--- config.mk ---
export PLATFORM = sky130hd
export DESIGN_NAME = frame_rx_deser
export DESIGN_NICKNAME = d
export VERILOG_FILES = /design/src/rtl/rxf_pkg.sv /design/src/rtl/rxf_ctrl.sv /design/src/rtl/rxf_dpath.sv /design/src/rtl/frame_rx_deser.sv
export SDC_FILE = /design/constraint.sdc
export NUM_CORES = 1
export LEC_CHECK = 0
export ABC_AREA = 1
export BUFFER_PORTS_ARGS = -buffer_cell sky130_fd_sc_hd__buf_2
export CORE_MARGIN = 10
export CORE_UTILIZATION = 25
export CTS_CLUSTER_DIAMETER = 40
export CTS_CLUSTER_SIZE = 20
export DETAILED_ROUTE_END_ITERATION = 6
export MAX_ROUTING_LAYER = met4
export SLEW_MARGIN = 10
export SYNTH_ARGS = -nofsm -noshare
export SYNTH_HDL_FRONTEND = slang
export SYNTH_SLANG_ARGS = --single-unit
--- constraint.sdc ---
create_clock -name clk -period 1.8 [get_ports clk]
set_input_delay 0.09 -clock clk [delete_from_list [all_inputs] [get_ports clk]]
set_output_delay 0.09 -clock clk [all_outputs]
set_load 0.01 [all_outputs]
--- src/rtl/rxf_pkg.sv ---
package rxf_pkg;

  // Strobes issued by the control section to the word datapath.
  typedef struct packed {
    logic capture;   // rising edge of forwarded clock: latch data bit
    logic commit;    // end of a normal high level: shift latched bit in
    logic boundary;  // complete marker recognized
    logic corrupt;   // clock pattern broken inside the current span
  } rxStrobe_t;

endpackage

--- src/rtl/rxf_ctrl.sv ---
module rxf_ctrl #(
  parameter int BIT_CYCLES  = 8,
  parameter int SYNC_STAGES = 2
) (
  input  logic              clk,
  input  logic              rst_n,
  input  logic              rxClk,
  input  logic              rxData,
  output rxf_pkg::rxStrobe_t strobe,
  output logic              sampleBit
);
  import rxf_pkg::*;

  localparam int LONG_RUN = BIT_CYCLES;
  localparam int RUN_W    = $clog2(LONG_RUN + 1);

  // Synchronizer: both lines travel through identical stages so that
  // their relative timing is preserved.
  logic [1:0] syncPipe [SYNC_STAGES];

  generate
    for (genvar s = 0; s < SYNC_STAGES; s++) begin : g_sync
      if (s == 0) begin : g_first
        always_ff @(posedge clk or negedge rst_n) begin
          if (!rst_n) syncPipe[s] <= 2'b00;
          else        syncPipe[s] <= {rxClk, rxData};
        end
      end else begin : g_next
        always_ff @(posedge clk or negedge rst_n) begin
          if (!rst_n) syncPipe[s] <= 2'b00;
          else        syncPipe[s] <= syncPipe[s-1];
        end
      end
    end
  endgenerate

  logic clkS, dataS, clkD;
  assign clkS  = syncPipe[SYNC_STAGES-1][1];
  assign dataS = syncPipe[SYNC_STAGES-1][0];

  logic [RUN_W-1:0] runCnt;
  logic             longHigh;
  logic             riseEv, fallEv, lowLongEv, longHighEnd;

  always_comb begin
    riseEv      = clkS & ~clkD;
    fallEv      = ~clkS & clkD;
    lowLongEv   = ~clkS & ~clkD & (runCnt == RUN_W'(LONG_RUN - 1));
    longHighEnd = fallEv & (runCnt >= RUN_W'(LONG_RUN));
  end

  // Level run-length counter, saturating at the long threshold.
  always_ff @(posedge clk or negedge rst_n) begin
    if (!rst_n) begin
      clkD   <= 1'b0;
      runCnt <= '0;
    end else begin
      clkD <= clkS;
      if (clkS != clkD)
        runCnt <= RUN_W'(1);
      else if (runCnt < RUN_W'(LONG_RUN))
        runCnt <= runCnt + RUN_W'(1);
    end
  end

  // Remembers that the last high level was a marker-length high.
  always_ff @(posedge clk or negedge rst_n) begin
    if (!rst_n)
      longHigh <= 1'b0;
    else if (longHighEnd)
      longHigh <= 1'b1;
    else if (lowLongEv || riseEv)
      longHigh <= 1'b0;
  end

  always_comb begin
    strobe.capture  = riseEv;
    strobe.commit   = fallEv & ~longHighEnd;
    strobe.boundary = lowLongEv & longHigh;
    strobe.corrupt  = (lowLongEv & ~longHigh) | (riseEv & longHigh);
    sampleBit       = dataS;
  end

endmodule

--- src/rtl/rxf_dpath.sv ---
module rxf_dpath #(
  parameter int WORD_BITS    = 22,
  parameter int PULSE_CYCLES = 3
) (
  input  logic               clk,
  input  logic               rst_n,
  input  rxf_pkg::rxStrobe_t strobe,
  input  logic               sampleBit,
  output logic [WORD_BITS-1:0] wordOut,
  output logic               wordClkN,
  output logic               frameErr
);
  import rxf_pkg::*;

  localparam int CNT_W   = $clog2(WORD_BITS + 1);
  localparam int PULSE_W = $clog2(PULSE_CYCLES + 1);

  logic                 pendBit;
  logic [WORD_BITS-1:0] shiftReg;
  logic [CNT_W-1:0]     bitCnt;
  logic                 spanBad;
  logic                 spanActive;
  logic [PULSE_W-1:0]   pulseCnt;
  logic                 wordGood;
  logic                 fullWord;

  always_comb begin
    fullWord = (bitCnt == CNT_W'(WORD_BITS));
    wordGood = strobe.boundary & spanActive & fullWord & ~spanBad;
  end

  // Bit capture and shifting (first bit ends up at bit 0).
  always_ff @(posedge clk or negedge rst_n) begin
    if (!rst_n) begin
      pendBit  <= 1'b0;
      shiftReg <= '0;
    end else begin
      if (strobe.capture)
        pendBit <= sampleBit;
      if (strobe.commit && !fullWord)
        shiftReg <= {pendBit, shiftReg[WORD_BITS-1:1]};
    end
  end

  // Span bookkeeping between markers.
  always_ff @(posedge clk or negedge rst_n) begin
    if (!rst_n) begin
      bitCnt     <= '0;
      spanBad    <= 1'b0;
      spanActive <= 1'b0;
    end else if (strobe.boundary) begin
      bitCnt     <= '0;
      spanBad    <= 1'b0;
      spanActive <= 1'b1;
    end else begin
      if (strobe.commit) begin
        if (fullWord) spanBad <= 1'b1;
        else          bitCnt  <= bitCnt + CNT_W'(1);
      end
      if (strobe.corrupt)
        spanBad <= 1'b1;
    end
  end

  // Output word, word-clock pulse and framing error.
  always_ff @(posedge clk or negedge rst_n) begin
    if (!rst_n) begin
      wordOut  <= '0;
      pulseCnt <= '0;
      frameErr <= 1'b0;
    end else begin
      frameErr <= strobe.boundary & spanActive & ~wordGood;
      if (wordGood) begin
        wordOut  <= shiftReg;
        pulseCnt <= PULSE_W'(PULSE_CYCLES);
      end else if (pulseCnt != '0) begin
        pulseCnt <= pulseCnt - PULSE_W'(1);
      end
    end
  end

  assign wordClkN = (pulseCnt == '0);

endmodule

--- src/rtl/frame_rx_deser.sv ---
module frame_rx_deser #(
  parameter int WORD_BITS    = 22,
  parameter int BIT_CYCLES   = 8,
  parameter int PULSE_CYCLES = 3,
  parameter int SYNC_STAGES  = 2
) (
  input  logic                 clk,
  input  logic                 rst_n,
  input  logic                 rxClk,
  input  logic                 rxData,
  output logic [WORD_BITS-1:0] wordOut,
  output logic                 wordClkN,
  output logic                 frameErr
);
  import rxf_pkg::*;

  rxStrobe_t strobe;
  logic      sampleBit;

  rxf_ctrl #(
    .BIT_CYCLES (BIT_CYCLES),
    .SYNC_STAGES(SYNC_STAGES)
  ) u_ctrl (
    .clk      (clk),
    .rst_n    (rst_n),
    .rxClk    (rxClk),
    .rxData   (rxData),
    .strobe   (strobe),
    .sampleBit(sampleBit)
  );

  rxf_dpath #(
    .WORD_BITS   (WORD_BITS),
    .PULSE_CYCLES(PULSE_CYCLES)
  ) u_dpath (
    .clk      (clk),
    .rst_n    (rst_n),
    .strobe   (strobe),
    .sampleBit(sampleBit),
    .wordOut  (wordOut),
    .wordClkN (wordClkN),
    .frameErr (frameErr)
  );

endmodule

==> results.json, run 1 <==
{
  "path_max_fanout": 24,
  "final_nets": 339,
  "drv_cap": 0,
  "wl_mm": 5.456,
  "vias": 2026,
  "clockRootBuffer": "clkbuf_8",
  "rsz0062_at_grt": "no",
  "synth_cells": 289,
  "cts_max_level": 3,
  "yosysSeqAreaShare_pct": 60.13,
  "final_hold_viol_count": 0,
  "drtIter0Drc": 133,
  "timing.final.crit_share_pct": 85.40,
  "cp.arrival_ns": 1.76,
  "max_stage_delay_ns": 0.40,
  "critPathCaptureType": "flip-flop",
  "worst_slack_ns": 0.2628,
  "synth.most_common_cell": "nand2_1",
  "post_cts_buffers": 0,
  "synthTopCellsByArea": "dfrtp_1 (60%), nand2_1 (12%), nand4_1 (6.0%)",
  "grt_pass1_vias": 2103,
  "avgSynthCellArea_sq_um": 9.360,
  "ys.flop_type": "dfrtp_1",
  "cp.required_ns": 2.02,
  "synth.top_cell.area_share_pct": 60.13,
  "synth_top_cell_by_area": "dfrtp_1",
  "cp_slowest_cell": "dfrtp_1",
  "cts_tree": "built",
  "final_core_util_pct": 30.98,
  "start_kind": "flip-flop",
  "outcome": "finished, final reports clean",
  "cts_buffers": 9,
  "ios": 28,
  "die_area_sq_um": 15380,
  "syn_area_sq_um": 2705,
  "detail-route-antenna-nets": 0,
  "synth_nets": 301,
  "worst_slew_pin_slew_ns": 0.3713,
  "layoutNonFillerInstCount": 467,
  "clk_pin_slew_worst_paths_ns": 0.07,
  "synth_seq_cells": 65,
  "port-buffer-count": 27,
  "ys_top_cells_by_count": "nand2_1 (88), dfrtp_1 (65), inv_1 (27)",
  "tns_ns": 0,
  "place_congestion": 0.8027,
  "dp_hpwl_mm": 3.725,
  "antenna_found_initial": 0,
  "post_drt_wl_per_cell_um": 11.68,
  "grt_max_degree": 66,
  "hold_class": "in -> async",
  "yosysWarningCount": 0,
  "skew_ns": 0.008294,
  "n_antenna_cell": 0,
  "core_area_sq_um": 10420,
  "cpMostUsedCell": "nand2_1",
  "pre_cts_slack_ns": 0.2537,
  "initial_core_util_pct": 25.97,
  "grt_overflow": 0,
  "drcViolationCount": 0,
  "critical_path.top_delay_family": "simple AND/OR/NAND/NOR gates",
  "rrSetupSlack_ns": 0.26,
  "power_density_nw_per_um2": 1061,
  "track_usage_pct": 8.053,
  "dr.pass1.iters": 4,
  "place_inst": 449,
  "insertion_delay_ns": 0.34,
  "max_freq_mhz": 650.5,
  "setup_viol": 0,
  "path_buf_inv": 2,
  "via_per_inst": 4.338,
  "p_total_mw": 3.424,
  "vdd_drop_max_v": 0.0003627,
  "critPathKind": "reg -> reg",
  "syn_to_final_growth_pct": 19.29,
  "drive_gt1_share_pct": 16.92,
  "synth-edff-count": 0,
  "clock_sinks": 65,
  "min_period_ns": 1.537,
  "die_y_um": 124.0,
  "relSlewSlack_pct": 75.21,
  "synth_cell_types": 23,
  "fp-row-count": 37,
  "fp.dieW_um": 124.0,
  "p_leak_nw": 1.678,
  "cts_max_path_buffers": 2,
  "grt_pass1_wl_mm": 9.604,
  "async_reset_ff_share_pct": 100.0,
  "drv_slew": 0,
  "worstPathCellList": "inv_1 > ha_1 > nand2_1 > nor3_4 > nand3_2 > buf_4 > nand2_1 > nand2_1"
}
## state kept, by name (all words and copies together) (netlist names)
signal              flops
u_dpath.shiftReg       22
u_dpath.wordOut        22
u_dpath.frameErr        1
u_dpath.spanBad         1
u_ctrl.runCnt           4
u_dpath.pulseCnt        2
u_dpath.spanActive      1
u_ctrl.longHigh         1
u_ctrl.clkS             1
u_ctrl.syncPipe         2
u_dpath.pendBit         1
u_ctrl.clkD             1
u_dpath.bitCnt          5
u_ctrl.sampleBit        1
## worst paths after layout
check | start | endpoint | cells past startpoint
max reg2reg | u_dpath.bitCnt[0] | u_dpath.wordOut[16] | 8
min reg2reg | u_ctrl.syncPipe[3] | u_ctrl.clkS | 0
min | rst_n | u_dpath.wordOut[0] | 3
max in group asynchronous | rst_n | u_dpath.bitCnt[4] | 3
min in group clk | u_ctrl.syncPipe[3] | u_ctrl.clkS | 0
max | u_dpath.bitCnt[0] | u_dpath.wordOut[16] | 8
## logic make-up (layout without fill, tap and decap cells)
family | Yosys count | count (layout) | synth area share, %
and+or+nand+nor | 139 | 139 | 23.13
DFF | 65 | 65 | 60.13
buffers and inverters | 41 | 83 | 6.106
AOI/OAI and AO/OA | 35 | 35 | 6.615
adders and majority gates | 8 | 8 | 3.700
xor gates and xnor gates | 1 | 1 | 0.3238
## stage by stage
step	hold slack (ns)	instance area [sq um]
after global routing	0.3438	3227
after global placement	0.1302	3034
after detailed placement	0.1354	3034
after floorplan	-0.2056	2705
final	0.3021	3227
after CTS	0.3040	3227
## worst reg2reg max path: cells and delay by family (launching register included)
kind / cells / cell delay (ns)
buf+inv: 2 / 0.31
fa+ha+maj: 1 / 0.18
simple gates: 5 / 0.54
flops: 1 / 0.40
## what timing repair did
action                                  in CTS  in global routing
endpoints found under the setup margin       0                  0
hold buffers                                 3                  0
endpoints found under the hold margin       67                  0
resized for setup                            0                  0
## cell type report
type	count	area, sq um
Clock inverter	3	17.52
Clock buffer	12	145.1
Multi-Input combinational cell	183	913.4
Tap cell	136	170.2
Fill cell	1085	7189
Sequential cell	65	1627
Inverter	29	108.9
Timing Repair Buffer	39	245.2
## layer usage
| metal | vias to the layer above | share of wire (%) | GRT usage [%] |
|---|---|---|---|
| met3 | 15 | 6.8 | 3.167 |
| li1 | 1020 | - | - |
| met2 | 40 | 47 | 12.75 |
| met5 | - | 0 | - |
| met4 | 0 | 2.5 | 3.813 |
| met1 | 951 | 43 | 8.738 |
## power breakdown
part	internal (mW)	switching [mW]	total [mW]
clock	0.525	0.518	1.04
combinational	0.196	0.326	0.522
sequential	1.68	0.182	1.86
## cell usage in the layout (no fill, tap or decap), drive strengths merged
cell | Yosys | final
nand2 | 89 | 89
dfrtp | 65 | 65
buf | 8 | 36
inv | 29 | 29
o21ai | 29 | 29
nand4 | 26 | 26
nor2 | 16 | 16
clkbuf | 4 | 12
ha | 8 | 8
nand3 | 6 | 6
a21oi | 4 | 4
dlygate4sd3 | 0 | 3
clkinv | 0 | 2
nor3 | 2 | 2
a31oi | 1 | 1
o211ai | 1 | 1
xor2 | 1 | 1
clkinvlp | 0 | 1
Note: power is estimated with default switching activity, not from simulation.
==> run 2: changes to the inputs <==
Settings changed: BUFFER_PORTS_ARGS -buffer_cell sky130_fd_sc_hd__buf_2 to -buffer_cell sky130_fd_sc_hd__buf_4.
==> run 2 against run 1 <==
Cell count increased by 0.43%; flip-flop and latch count unchanged; clock skew about the same; non-clock buffer count increased by 1; sequential share of layout area decreased by 2.1 points; combinational power about the same; clock power increased by 45%; count of clock-buffer cells in the layout decreased by 2; total power increased by 14%.
==> results.json, run 2 (synthesis results as in run 1) <==
{
  "pre_cts_slack_ns": 0.1825,
  "ios": 28,
  "drtIter0Drc": 121,
  "vdd_drop_max_v": 0.0004544,
  "vias": 2026,
  "fp.dieW_um": 124.0,
  "antenna_found_initial": 0,
  "reg_top3": "u_dpath.shiftReg: 22 flops, u_dpath.wordOut: 22 flops, u_dpath.bitCnt: 5 flops",
  "cts_buffers": 9,
  "core_area_sq_um": 10420,
  "placed_cell_area_sq_um": 3097,
  "fp-row-count": 37,
  "critPathLaunch": "u_dpath.bitCnt[0]",
  "final_nets": 340,
  "post_drt_wl_per_cell_um": 11.98,
  "p_leak_nw": 1.714,
  "final_core_util_pct": 32.35,
  "detail-route-antenna-nets": 0,
  "path_max_fanout": 24,
  "clock_sinks": 65,
  "skew_ns": 0.008208,
  "clockRootBuffer": "clkbuf_8",
  "wl_mm": 5.619,
  "cp.required_ns": 2.04,
  "drv_cap": 0,
  "via_per_inst": 4.320,
  "rr_startpoint": "u_dpath.bitCnt[0]",
  "drv_slew": 0,
  "dp_hpwl_mm": 3.982,
  "tns_ns": 0,
  "clk_pin_slew_worst_paths_ns": 0.08,
  "drcViolationCount": 0,
  "hold_class": "in -> async",
  "track_usage_pct": 8.088,
  "final_hold_viol_count": 0,
  "grt_pass1_vias": 2020,
  "grt_pass1_wl_mm": 9.577,
  "post_cts_buffers": 0,
  "drive_gt1_share_pct": 17.72,
  "min_period_ns": 1.610,
  "cts_max_level": 3,
  "cp.arrival_ns": 1.85,
  "worst_slew_pin_slew_ns": 0.4623,
  "die_y_um": 124.0,
  "cts_max_path_buffers": 2,
  "die_area_sq_um": 15380,
  "stdcell_area_sq_um": 3369,
  "layout_common_cells": "nand2_1 (88), dfrtp_1 (65), buf_4 (37)",
  "rrSetupSlack_ns": 0.19,
  "timing.final.crit_share_pct": 89.42,
  "cts_tree": "built",
  "rsz0062_at_grt": "no",
  "grt_overflow": 0,
  "place_congestion": 0.8447,
  "start_kind": "flip-flop",
  "r2r_end": "u_dpath.wordOut[19]",
  "outcome": "finished, final reports clean",
  "port-buffer-count": 27,
  "hold_slack_ns": 0.2324,
  "fill_cells": 1069,
  "setup_viol": 0,
  "r2r.worst_path.cells": 8,
  "critPathCaptureType": "flip-flop",
  "relSlewSlack_pct": 69.18,
  "cts_resized": 0,
  "power_density_nw_per_um2": 1159,
  "dr.pass1.iters": 4,
  "ctsHoldBuffers": 3,
  "insertion_delay_ns": 0.35,
  "crit_end": "u_dpath.wordOut[19]",
  "initial_core_util_pct": 25.97,
  "worst_slack_ns": 0.1905,
  "max_freq_mhz": 621.3,
  "n_antenna_cell": 0,
  "layout_commonest_cell": "nand2_1",
  "critPathKind": "reg -> reg",
  "syn_to_final_growth_pct": 24.56,
  "grt_max_degree": 37
}
-- run 2: power breakdown --
group / internal (mW) / switching [mW] / leakage, nW
clock: 0.927 / 0.584 / 0.117
combinational: 0.196 / 0.326 / 0.729
sequential: 1.67 / 0.196 / 0.868
-- run 2: layer usage --
| layer | track usage, % | wire (um) | up-vias |
|---|---|---|---|
| met4 | 2.806 | 59 | 0 |
| met3 | 3.620 | 391 | 6 |
| met2 | 12.55 | 2729 | 42 |
| met1 | 9.108 | 2438 | 955 |
| met5 | - | 0 | - |
| li1 | - | - | 1023 |
-- run 2: metrics by stage --
step                      power, mW  std cells
after floorplan               2.233        289
after global placement        2.389        450
after detailed placement      2.418        450
after CTS                     3.960        469
after global routing          4.141        469
final                         3.905        469
-- run 2: final cells by class --
type / instances / area (sq um) / share of cell area [%]
timing repair buffer: 40 / 307.8 / 9.135
inverter: 29 / 108.9 / 3.231
sequential: 65 / 1627 / 48.27
tap: 136 / 170.2 / 5.050
clock buffer: 10 / 127.6 / 3.788
clock inverter: 6 / 115.1 / 3.416
multi-input combinational: 183 / 913.4 / 27.11
-- run 2: worst max-delay path: stages (launching register included) --
cell     delay [ns]
dfrtp_1        0.41
inv_1          0.10
ha_1           0.18
nand2_1        0.11
nor3_4         0.25
nand3_2        0.09
buf_4          0.22
nand2_1        0.09
nand2_1        0.05
-- run 2: how the worst min path moves through the flow --
stage                from                   to  slack, ns  depth (start not counted)
finish              rst_n  u_dpath.shiftReg[5]       0.23                          2
global placement    rst_n  u_dpath.shiftReg[5]       0.08                          1
global route        rst_n   u_dpath.wordOut[1]       0.26                          2
detailed placement  rst_n  u_dpath.shiftReg[5]       0.08                          1
CTS                 rst_n   u_dpath.wordOut[1]       0.24                          2
floorplan           rst_n          u_ctrl.clkD      -0.21                          0
